$ cat config.mk
export PLATFORM = sky130hd
export DESIGN_NAME = adc_frame_master
export DESIGN_NICKNAME = d
export VERILOG_FILES = /design/src/rtl/adc_fm_pkg.sv /design/src/rtl/adc_fm_ctrl.sv /design/src/rtl/adc_fm_datapath.sv /design/src/rtl/adc_frame_master.sv
export SDC_FILE = /design/constraint.sdc
export NUM_CORES = 1
export LEC_CHECK = 0
export ABC_AREA = 1
export BUFFER_PORTS_ARGS = -buffer_cell sky130_fd_sc_hd__buf_2
export CORE_ASPECT_RATIO = 1.4
export CORE_UTILIZATION = 40
export CTS_CLUSTER_DIAMETER = 40
export CTS_CLUSTER_SIZE = 28
export DETAILED_ROUTE_END_ITERATION = 10
export SETUP_SLACK_MARGIN = 0.4
export SLEW_MARGIN = 20
export SYNTH_ARGS = -nofsm -noshare
export SYNTH_HDL_FRONTEND = slang
export SYNTH_SLANG_ARGS = --single-unit
$ cat constraint.sdc
create_clock -name clk -period 3.6 [get_ports clk]
set_clock_uncertainty 0.15 [all_clocks]
set_input_delay 0.72 -clock clk [delete_from_list [all_inputs] [get_ports clk]]
set_output_delay 0.72 -clock clk [all_outputs]
set_load 0.1 [all_outputs]
$ cat src/rtl/adc_fm_pkg.sv
package adc_fm_pkg;
  // strobes from the frame controller to the shift datapath
  typedef struct packed {
    logic load;     // frame start: load control word
    logic shift;    // rising edge inside frame: launch next bit
    logic capture;  // falling edge inside frame: sample sdi
    logic finish;   // this capture is the last bit of the word
    logic clear;    // idle: drop any partial word
  } fmStrobe_t;
endpackage

$ cat src/rtl/adc_fm_ctrl.sv
module adc_fm_ctrl
  import adc_fm_pkg::*;
#(
  parameter int DATA_W = 16,
  parameter int DIV_W  = 8,
  parameter int INTV_W = 16
) (
  input  logic              clk,
  input  logic              rst,
  input  logic              en,
  input  logic [DIV_W-1:0]  divSet,
  input  logic [INTV_W-1:0] intervalN,
  input  logic              pulseMode,
  output logic              sclk,
  output logic              csN,
  output fmStrobe_t         stb
);
  localparam int CNT_W = $clog2(DATA_W + 1);
  localparam logic [INTV_W-1:0] MIN_N = INTV_W'(DATA_W + 1);

  logic [DIV_W-1:0]  divCnt;
  logic [INTV_W-1:0] tmrCnt;
  logic [CNT_W-1:0]  bitCnt;
  logic sclkQ, csQ, armed, inFrame;
  logic halfDone, riseTick, fallTick, startNow;
  logic [INTV_W-1:0] effN;

  assign halfDone = en && (divCnt >= divSet);
  assign riseTick = halfDone && !sclkQ;
  assign fallTick = halfDone && sclkQ;
  assign startNow = riseTick && armed && (tmrCnt == '0);
  assign effN     = (intervalN < MIN_N) ? MIN_N : intervalN;

  always_ff @(posedge clk) begin
    if (rst || !en) begin
      divCnt  <= '0;
      sclkQ   <= 1'b0;
      armed   <= 1'b0;
      tmrCnt  <= '0;
      inFrame <= 1'b0;
      bitCnt  <= '0;
      csQ     <= 1'b1;
    end else begin
      if (halfDone) begin
        divCnt <= '0;
        sclkQ  <= ~sclkQ;
      end else begin
        divCnt <= divCnt + 1'b1;
      end
      if (riseTick) begin
        // first rising edge only arms: a frame needs a full period first
        if (!armed) armed <= 1'b1;
        else if (startNow) tmrCnt <= effN - 1'b1;
        else tmrCnt <= tmrCnt - 1'b1;
        if (startNow) begin
          inFrame <= 1'b1;
          bitCnt  <= '0;
          csQ     <= 1'b0;
        end else if (inFrame) begin
          if (bitCnt == CNT_W'(DATA_W)) begin
            inFrame <= 1'b0;
            csQ     <= 1'b1;
          end else if (pulseMode) begin
            csQ <= 1'b1;
          end
        end
      end
      if (fallTick && inFrame && bitCnt < CNT_W'(DATA_W))
        bitCnt <= bitCnt + 1'b1;
    end
  end

  always_comb begin
    stb.load    = startNow;
    stb.shift   = riseTick && inFrame && !startNow;
    stb.capture = fallTick && inFrame && (bitCnt < CNT_W'(DATA_W));
    stb.finish  = stb.capture && (bitCnt == CNT_W'(DATA_W - 1));
    stb.clear   = rst || !en;
  end

  assign sclk = sclkQ;
  assign csN  = csQ;
endmodule

$ cat src/rtl/adc_fm_datapath.sv
module adc_fm_datapath
  import adc_fm_pkg::*;
#(
  parameter int DATA_W = 16
) (
  input  logic              clk,
  input  logic              rst,
  input  fmStrobe_t         stb,
  input  logic [DATA_W-1:0] ctrlWord,
  input  logic              sdi,
  output logic              sdo,
  output logic              resultValid,
  output logic [DATA_W-1:0] resultData
);
  logic [DATA_W-1:0] txReg, rxReg;

  always_ff @(posedge clk) begin
    if (stb.clear) begin
      txReg <= '0;
      rxReg <= '0;
    end else begin
      if (stb.load) txReg <= ctrlWord;
      else if (stb.shift) txReg <= {txReg[DATA_W-2:0], 1'b0};
      if (stb.capture) rxReg <= {rxReg[DATA_W-2:0], sdi};
    end
  end

  always_ff @(posedge clk) begin
    if (rst) begin
      resultValid <= 1'b0;
      resultData  <= '0;
    end else begin
      resultValid <= stb.finish;
      if (stb.finish) resultData <= {rxReg[DATA_W-2:0], sdi};
    end
  end

  assign sdo = txReg[DATA_W-1];
endmodule

$ cat src/rtl/adc_frame_master.sv
module adc_frame_master
  import adc_fm_pkg::*;
#(
  parameter int DATA_W = 16,
  parameter int DIV_W  = 8,
  parameter int INTV_W = 16
) (
  input  logic              clk,
  input  logic              rst,
  input  logic              en,
  input  logic [DIV_W-1:0]  divSet,
  input  logic [INTV_W-1:0] intervalN,
  input  logic [DATA_W-1:0] ctrlWord,
  input  logic              pulseMode,
  input  logic              sdi,
  output logic              sclk,
  output logic              csN,
  output logic              sdo,
  output logic              resultValid,
  output logic [DATA_W-1:0] resultData
);
  fmStrobe_t stb;

  adc_fm_ctrl #(.DATA_W(DATA_W), .DIV_W(DIV_W), .INTV_W(INTV_W)) u_ctrl (
    .clk(clk), .rst(rst), .en(en), .divSet(divSet), .intervalN(intervalN),
    .pulseMode(pulseMode), .sclk(sclk), .csN(csN), .stb(stb)
  );

  adc_fm_datapath #(.DATA_W(DATA_W)) u_dp (
    .clk(clk), .rst(rst), .stb(stb), .ctrlWord(ctrlWord), .sdi(sdi),
    .sdo(sdo), .resultValid(resultValid), .resultData(resultData)
  );
endmodule

Yosys cells after proc, flatten, opt, wreduce, memory -nomap -nowiden

Cells that the tools add are included.

Register bits after elaboration: 81
Output and inout bits: 20
Logic and storage cells: 59

$add $sub $neg: 4
Magnitude comparators: 3
Equality and inequality tests: 2
Multiplexer cells: 14
Bitwise operators: 1
Reductions and logical operators: 24

Operators with widths:

| cell                                                         | number |
|---|---|
| 2-to-1 mux 16 bit                                            | 4 |
| subtractor 16 x 1 -> 16 bit (second input constant)          | 2 |
| zero test 16 bit                                             | 1 |
| less-than comparator 16 x 5 -> 1 bit (second input constant) | 1 |
| 2-to-1 mux 5 bit                                             | 3 |
| logical AND 1 bit                                            | 10 |
| adder 8 x 1 -> 8 bit (second input constant)                 | 1 |
| >= comparator 8 bit                                          | 1 |
| nonzero test 2 bit                                           | 4 |
| 2-to-1 mux 1 bit                                             | 7 |
| adder 5 x 1 -> 5 bit (second input constant)                 | 1 |
| == test 5 x 4 -> 1 bit (second input constant)               | 1 |
| == test 5 bit (second input constant)                        | 1 |
| less-than comparator 5 bit (second input constant)           | 1 |
| AND reduction 2 bit                                          | 2 |
| zero test 1 bit                                              | 3 |
| AND reduction 3 bit                                          | 1 |
| nonzero test 3 bit                                           | 1 |
| OR reduction 2 bit                                           | 1 |
| logical OR 1 bit                                             | 1 |
| NOT 1 bit                                                    | 1 |

Depth between registers and ports, before layout

Gate-level depths: netlist of run 1.

Word-level depth: 9
Depth in mapped cells: 23
Gate-level depth less buffers: 23

Cells and area by module

From an unflattened synthesis of run 1, not the netlist that was laid out.

Cells, all modules: 636
Area total of the unflattened synthesis: 4270.3 µm²

By module, submodules not included:

| module          | instances | cells each | area an instance (µm²) | seq. area each (µm²) |
|---|---|---|---|---|
| adc_fm_ctrl     | 1         | 379        | 2389.8                 | 660.6 |
| adc_fm_datapath | 1         | 257        | 1880.6                 | 960.9 |

Least setup slack after synthesis of run 1

OpenSTA, ideal clock, no wires.

Path type: input to register
Start point: in divSet[3]
End point: reg u_ctrl.tmrCnt[12]
Setup time: 0.109 ns
Arrival: 2.740 ns
Data required time: 3.341 ns
Slack: 0.601 ns
Cell stages on the path: 22
Path through: inv_1 -> ha_1 -> nand2_1 -> nor2_1 -> nor2_1 -> nand2_1 -> nand2_2 -> nand2_4 -> nand4_4 -> nor2_8 -> nand2_1 -> o21ai_2 -> ha_1 -> inv_1 -> nor2_2 -> nand2_1 -> nor2_2 -> nand2_1 -> nand2_1 -> nand3_1 -> nand2_1 -> inv_1

Longest elaborated chain between the ends: 6

RTL lines:

| item                           | RTL line               | text |
|---|---|---|
| start: declaration             | adc_frame_master.sv:11 | `input logic [DIV_W-1:0] divSet,` |
| >= comparator 8 bit *          | adc_fm_ctrl.sv:28      | `assign halfDone = en && (divCnt >= divSet);` |
| logical AND 1 bit *            | adc_fm_ctrl.sv:28      |  |
| logical AND 1 bit *            | adc_fm_ctrl.sv:29      | `assign riseTick = halfDone && !sclkQ;` |
| logical AND 1 bit (2 in a row) | adc_fm_ctrl.sv:31      | `assign startNow = riseTick && armed && (tmrCnt == '0);` |
| 2-to-1 mux 16 bit              | adc_fm_ctrl.sv:53      | `else if (startNow) tmrCnt <= effN - 1'b1;` |
| end signal: assignment         | adc_fm_ctrl.sv:53      |  |
| end signal: assignment         | adc_fm_ctrl.sv:54      | `else tmrCnt <= tmrCnt - 1'b1;` |
| end: declaration               | adc_fm_ctrl.sv:22      | `logic [INTV_W-1:0] tmrCnt;` |

Every way passes the cells marked *; elsewhere a longest branch is shown, timed or not.
A chain may end at the register's enable or synchronous reset.

Worst setup path after layout of run 1

Start point: in divSet[3]
End point: reg u_ctrl.tmrCnt[10]

The elaborated chain is that of the path after synthesis.

==> results.md, run 1 <==
- Die X-Extent: 87.0 um
- Largest net degree at the start of global routing: 27
- Clock latency on the worst-skew pair: approximately 0.34 ns
- Port bufs: 64
- WP data required: 3.69 ns
- Placed wire-length estimate: 7100 um
- Min-delay worst type: reg2reg
- Routed WL per cell: 12.1 um
- Proportion of layout cells with a drive suffix above 1: 0.180
- Yosys warning count: 0
- RD Place Congestion: 0.941
- Synthesized flop and latch total: 81
- Antenna violations before repair: 0
- ANT nets after route: 0
- Vias per cell: 4.81
- Fin nets: 702
- Detailed Routing Iterations Pass 1: 5
- Critical path startpoint category: input pin
- CTS H-tree lvls: 3
- Fin Hold WS: about 0.31 ns
- Core Box Area: 9850 um^2
- Synthesized area: 4050 um^2
- Register area share after synthesis: 0.401
- Yosys cell types: 37
- Total number of placement rows: 43
- Fin crit share: 0.804
- Commonest non-fill, non-tap cell in the layout: nand2_1
- Setup violators final: 0
- Maximum clock rate: 346 MHz
- DIE AREA: 10500 um^2
- Diode count: 0
- Fin. Hold Viols: 0
- Worst Setup End Kind: flip-flop
- Post-Route WL: 9480 um
- Min Tclk post-route: around 2.9 ns
- Max cap viols: 0
- Clk buf depth: 2
- Setup CP Type: in2reg
- Status: complete, no violations
- Setup TNS: 0 ns
- Actual slew at the worst max-slew pin: 0.493 ns
- Hold buffers post-CTS: 0
- Number of global-route vias before repair: 3598
- Sink Count: 81
- CP Max Fanout: 7
- Routed vias: 3771
- Clock root cell: clkbuf_16
- DP Area: 4510 um^2
- Syn_nets: around 640
- Initial Util: 0.411
- Mapped Cells: 577
- Drt initial violations: between 200 and 250
- Slew HR: 0.674
- CTS clock-pin slew for the worst setup and hold paths: ~0.06 ns
- Top-level port count: 65
- Most frequent cells in the layout: 136 x nand2_1, 81 x dfxtp_1, 79 x inv_1, 70 x a21oi_1, 64 x buf_2
- Final Max Slew Viols: 0
- Total GRT Usage: 0.193
- CTS tree: built
- Leakage: between 0.002 and 0.0025 uW
- Total congestion overflow: 0
- Die Ht: around 120 um
- Cell Count Post-Placement: 766
- Arr. time, crit path: 2.98 ns
- Total power: between 1500 and 2000 uW
- First-pass GRT wire length: 15800 um
- VDD IR max: slightly above 0.2 mV
- Total CTS buffers: 9
- Post-Syn Area per Cell: 7.01 um^2
- Final instance area: 4860 um^2
- Area growth syn-to-layout: 20.1%
- # DRC: 0
- Non-filler cells, final: roughly 780
- Pwr dens: around 400 nW/um^2
- RSZ-0062 raised after global routing: false
## cells in the mapped netlist
| master | n | area share |
|---|---|---|
| o211ai_1 | 2 | 0.0037 |
| nand3_2 | 1 | 0.0025 |
| a21oi_2 | 1 | 0.0022 |
| dfxtp_1 | 81 | 0.40 |
| xor2_1 | 4 | 0.0087 |
| nor2_4 | 3 | 0.0084 |
| o21a_1 | 1 | 0.0019 |
| nand4_4 | 1 | 0.0053 |
| nor4_4 | 1 | 0.0053 |
| clkbuf_1 | 14 | 0.013 |
| nor2_1 | 42 | 0.039 |
| a21o_1 | 1 | 0.0019 |
| inv_2 | 2 | 0.0019 |
| nor2_8 | 1 | 0.0049 |
| inv_1 | 79 | 0.073 |
| nor4_1 | 2 | 0.0031 |
| buf_2 | 5 | 0.0062 |
| nand2_2 | 6 | 0.0093 |
| nand3_4 | 1 | 0.0043 |
| xnor2_1 | 1 | 0.0022 |
| nand4_1 | 6 | 0.0093 |
| o21ai_0 | 48 | 0.059 |
| buf_8 | 1 | 0.0037 |
| nand2_1 | 136 | 0.13 |
| nor2_2 | 5 | 0.0077 |
| a31oi_1 | 6 | 0.0093 |
| buf_6 | 1 | 0.0028 |
| o21ai_2 | 1 | 0.0022 |
| nand2_4 | 1 | 0.0028 |
| a21oi_1 | 70 | 0.087 |
| nor3_1 | 4 | 0.0049 |
| nor3b_1 | 1 | 0.0019 |
| nand3_1 | 30 | 0.037 |
| a2bb2oi_1 | 1 | 0.0022 |
| o21ai_1 | 2 | 0.0025 |
| a211oi_1 | 2 | 0.0037 |
| ha_1 | 13 | 0.040 |
## kinds of logic (layout without fill, tap and decap cells)
group | after synthesis | count (layout) | share of synthesized area
buffers and inverters | 102 | 174 | 0.101
AOI/OAI and AO/OA | 135 | 135 | 0.175
and+or+nand+nor | 241 | 241 | 0.272
xor gates and xnor gates | 5 | 5 | 0.0108
DFF | 81 | 81 | 0.401
adders and majority gates | 13 | 13 | 0.0402
## flip-flops by register name, indices dropped and copies added (netlist names)
name              flops
u_ctrl.tmrCnt        16
u_dp.resultData      16
u_dp.txReg           16
u_dp.rxReg           15
u_ctrl.divCnt         8
u_ctrl.bitCnt         5
u_ctrl.armed          1
u_ctrl.csN            1
u_ctrl.inFrame        1
u_ctrl.sclk           1
u_dp.resultValid      1
## power by group
group	internal, uW	total (uW)	switching, uW
clock	613	996	383
combinational	29.2	69.5	40.4
sequential	897	898	1.20
total	1540	1960	424
## per-layer routing
metal / global-route usage / wire, um / vias to the layer above
li1: - / - / 2003
met1: 0.213 / 4110 / 1696
met2: 0.356 / 4920 / 59
met3: 0.0320 / 261 / 13
met4: 0.0844 / 184 / 0
met5: 0 / 0 / -
## worst paths after layout
kind | from | cells past startpoint | end | slack [ns]
setup / recovery | divSet[3] | 23 | u_ctrl.tmrCnt[10] | 0.71
hold / removal | u_dp.resultData[2] | 2 | u_dp.resultData[2] | 0.31
setup reg to reg | u_ctrl.divCnt[0] | 22 | u_ctrl.tmrCnt[10] | 0.82
hold reg to reg | u_dp.resultData[2] | 2 | u_dp.resultData[2] | 0.31
## timing repair
action                                  CTS  global route
endpoints found under the hold margin     0             0
endpoints found under the setup margin    0             2
setup buffers                             0             2
gates resized for setup                   0             1
## critical path: stages
cell and delay (ns):
buf_2 0.07, inv_1 0.03, ha_1 0.29, nand2_1 0.07, nor2_1 0.11, nor2_1 0.04
nand2_1 0.07, nand2_2 0.06, nand2_4 0.08, nand4_4 0.13, nor2_8 0.20, nand2_1 0.08
o21ai_2 0.07, ha_1 0.15, inv_1 0.05, nor2_2 0.11, nand2_1 0.16, nor2_4 0.18
nand2_1 0.06, nand2_1 0.06, nand3_1 0.06, nand2_1 0.07, inv_1 0.04
## metrics by stage
| step | worst slack (ns) | utilization |
|---|---|---|
| after floorplan | 0.601 | - |
| after global placement | 0.357 | 0.458 |
| after detailed placement | 0.280 | 0.458 |
| after CTS | 0.634 | 0.492 |
| after global routing | 0.409 | 0.494 |
| final | 0.707 | 0.494 |
## final cells by class
class	instances	area (um^2)
clock inverters	7	101
flip-flops and latches	81	1620
fillers	1017	4990
clock buffers	9	225
repair buffers	77	418
inverters	81	304
multi-input cells	394	2020
well taps	135	169
Note: power is estimated with default switching activity, not from simulation.
==> run 2, diff against run 1 <==
==> constraint.sdc (replaced) <==
create_clock -name clk -period 2.45 [get_ports clk]
set_clock_uncertainty 0.15 [all_clocks]
set_input_delay 0.49 -clock clk [delete_from_list [all_inputs] [get_ports clk]]
set_output_delay 0.49 -clock clk [all_outputs]
set_load 0.1 [all_outputs]
==> run 2 against run 1 <==
Effect of this change: the run now ends with negative setup slack left; setup slack worse by 0.75 ns; global-route usage up 1.7 points; final cell count up 8.9%; sequential cell count is the same; clock power grew 32%; sequential share of layout area shrank 6.1 points; combinational power up 110%; die area is the same; power up 42%; first-iteration DRC count increased by 3.0%; utilization up 11 points; highest routed layer unchanged.
==> results.md, run 2 (synthesized netlist as in run 1, its figures left out) <==
- Port bufs: 64 (unchanged)
- Area growth syn-to-layout: 47.7% (was 20.1%)
- Die Ht: 121 um (unchanged)
- Fin util: 0.607 (was 0.494)
- Detailed Routing Iterations Pass 1: 6 (was 5)
- Flop-to-flop setup slack: -0.05 ns (was 0.82 ns)
- Multi-input gate area: 2440 um^2 (was 2020 um^2)
- Setup CP Type: reg2reg (was in2reg)
- Placed wire-length estimate: 7300 um (was 7100 um)
- RR Endpoint: u_ctrl.tmrCnt[5] (was u_ctrl.tmrCnt[10])
- Reg2reg path depth: 19 (was 22)
- Routed WL per cell: 12.4 um (was 12.1 um)
- Fin crit share: 1.02
- Total CTS buffers: 9 (unchanged)
- Critical path startpoint category: flip-flop (was input pin)
- RSZ-0062 raised after global routing: true (was false)
- Pwr dens: 465 nW/um^2 (was 404 nW/um^2)
- Total power: 2780 uW (was 1960 uW)
- CP max stage delay: 0.33 ns (was 0.29 ns)
- # DRC: 0 (unchanged)
- Reg2reg start: u_ctrl.divCnt[0] (unchanged)
- CP Max Fanout: 8 (was 7)
- CTS clock-pin slew for the worst setup and hold paths: 0.06 ns (about the same)
- DIE AREA: 10500 um^2 (unchanged)
- Crit-path slowest cell: dfxtp_2 (was ha_1)
- Slew HR: 0.671 (was 0.674)
- Setup slack at placement: -0.404 ns (was 0.280 ns)
- Hold path cells: 3 (was 2)
- Min-delay worst type: in2reg (was reg2reg)
- Setup violators final: 8 (was 0)
- Actual slew at the worst max-slew pin: 0.497 ns (was 0.493 ns)
- Total GRT Usage: 0.210 (was 0.193)
- RD Place Congestion: 0.885 (was 0.941)
- Max cap viols: 0 (unchanged)
- Number of global-route vias before repair: 3921 (was 3598)
- Diode count: 0 (unchanged)
- WP data required: 2.53 ns (was 3.69 ns)
- Clock root cell: clkbuf_16 (unchanged)
- Routed vias: 4132 (was 3771)
- Vias per cell: 4.84 (was 4.81)
- Proportion of layout cells with a drive suffix above 1: 0.395 (was 0.180)
- Commonest non-fill, non-tap cell in the layout: nand2_1 (unchanged)
- Most frequent CP cell: nand2_1 (unchanged)
- Die X-Extent: 87.0 um (unchanged)
- Final Max Slew Viols: 0 (unchanged)
- First-pass GRT wire length: 17200 um (was 15800 um)
- Worst Setup End Kind: flip-flop (unchanged)
- Core Box Area: 9850 um^2 (unchanged)
- Fill count: 915 (was 1017)
- FF+latch area: 1630 um^2 (was 1620 um^2)
- Total number of placement rows: 43 (unchanged)
- Regs by FF count: u_ctrl.tmrCnt: 16 flops, u_dp.resultData: 16 flops, u_dp.txReg: 16 flops (unchanged)
- Crit-path cells: inv_2, ha_4, nand2_2, nor2_1, nor2_1, nand2_1, nand2_2, nand2_4, nand4_4, nor2_8, buf_4, nand2_1, nand2_1, buf_4, inv_1, nand3_1, o21ai_0, o21ai_0, inv_1 (was buf_2, inv_1, ha_1, nand2_1, nor2_1, nor2_1, nand2_1, nand2_2, nand2_4, nand4_4, nor2_8, nand2_1, o21ai_2, ha_1, inv_1, nor2_2, nand2_1, nor2_4, nand2_1, nand2_1, nand3_1, nand2_1, inv_1)
- Leakage: 0.00269 uW (was 0.00226 uW)
- Total congestion overflow: 0 (unchanged)
- Post-Route WL: 10600 um (was 9480 um)
- Hold Path Sink: u_dp.txReg[0] (was u_dp.resultData[2])
- Top-level port count: 65 (unchanged)
- Most frequent cells in the layout: 114 x nand2_1, 74 x dfxtp_1, 71 x inv_1, 64 x buf_2, 55 x buf_4 (was 136 x nand2_1, 81 x dfxtp_1, 79 x inv_1, 70 x a21oi_1, 64 x buf_2)
- CTS tree: built (unchanged)
- Drt initial violations: 209 (was 203)
- Failing checks: negative setup slack
- CTS H-tree lvls: 3 (unchanged)
- Clk buf depth: 2 (unchanged)
- Initial Util: 0.411 (unchanged)
- Fin. Hold Viols: 0 (unchanged)
- Hold Path Origin: ctrlWord[0] (was u_dp.resultData[2])
- Arr. time, crit path: 2.58 ns (was 2.98 ns)
- Sink Count: 81 (unchanged)
- Fin nets: 772 (was 702)
- Final Worst Setup Slack: -0.0467 ns (was 0.707 ns)
- Largest net degree at the start of global routing: 21 (was 27)
- Clock latency on the worst-skew pair: 0.34 ns (about the same)
- Hold buffers post-CTS: 0 (unchanged)
- Status: complete, but fails checks (was complete, no violations)
- Min Tclk post-route: 2.50 ns
- ANT nets after route: 0 (unchanged)
- Antenna violations before repair: 0 (unchanged)
- VDD IR max: 0.341 mV (was 0.202 mV)
- Maximum clock rate: 401 MHz
-- run 2: changes by cell type in the layout (fill, tap and decap cells not counted), sizes merged --
cell and delta:
bufinv -2, inv +2, clkbuf +2, buf +65, clkinvlp +3
-- run 2: worst max-delay path by stage --
stage                         to              from
3_5_place_dp   u_ctrl.tmrCnt[11]         divSet[7]
5_1_grt        u_ctrl.tmrCnt[10]  u_ctrl.divCnt[0]
2_1_floorplan  u_ctrl.tmrCnt[10]         divSet[1]
3_3_place_gp   u_ctrl.tmrCnt[11]         divSet[7]
4_1_cts        u_ctrl.tmrCnt[10]  u_ctrl.divCnt[0]
6_report        u_ctrl.tmrCnt[5]  u_ctrl.divCnt[0]
-- run 2: metal layers --
layer	part of all wire	GRT usage	wire [um]
met1	0.41	0.234	4310
met2	0.54	0.384	5710
met3	0.036	0.0422	376
met4	0.017	0.0781	180
met5	0	0	0
-- run 2: worst max-delay path: cells and delay by family, from the launching register on --
| family | cells | cell delay, ns |
|---|---|---|
| simple gates | 11 | 0.95 |
| flops | 1 | 0.33 |
| buf+inv | 5 | 0.46 |
| compound gates | 2 | 0.26 |
| fa+ha+maj | 1 | 0.25 |
-- run 2: repair_timing --
item	in CTS	in global routing
pin swaps	15	24
gates cloned	5	2
endpoints found under the setup margin	70	72
resized for setup	70	83
hold endpoints to repair	0	0
setup buffers	5	8
-- run 2: area by class of cell --
class                           count  area share
Sequential cell                    81       0.273
Timing Repair inverter              4     0.00587
Clock inverter                      6     0.00838
Clock buffer                       10      0.0400
Timing Repair Buffer              143       0.179
Inverter                           81      0.0578
Tap cell                          135      0.0283
Multi-Input combinational cell    394       0.408
-- run 2: power breakdown --
part	internal [uW]	leakage, uW	switching (uW)
Combinational	70.9	0.00190	77.6
Sequential	1320	0.000656	1.51
Clock	727	0.000136	584
-- run 2: through the flow --
step | cells | setup TNS [ns] | area, um^2 | hold slack [ns]
after floorplan | 577 | -0.786 | 4190 | 0.280
after global placement | 818 | -7.06 | 5000 | 0.299
after detailed placement | 818 | -8.00 | 5000 | 0.303
after CTS | 844 | -0.104 | 5620 | 0.254
after global routing | 854 | -3.03 | 5970 | 0.270
final | 854 | -0.142 | 5970 | 0.263
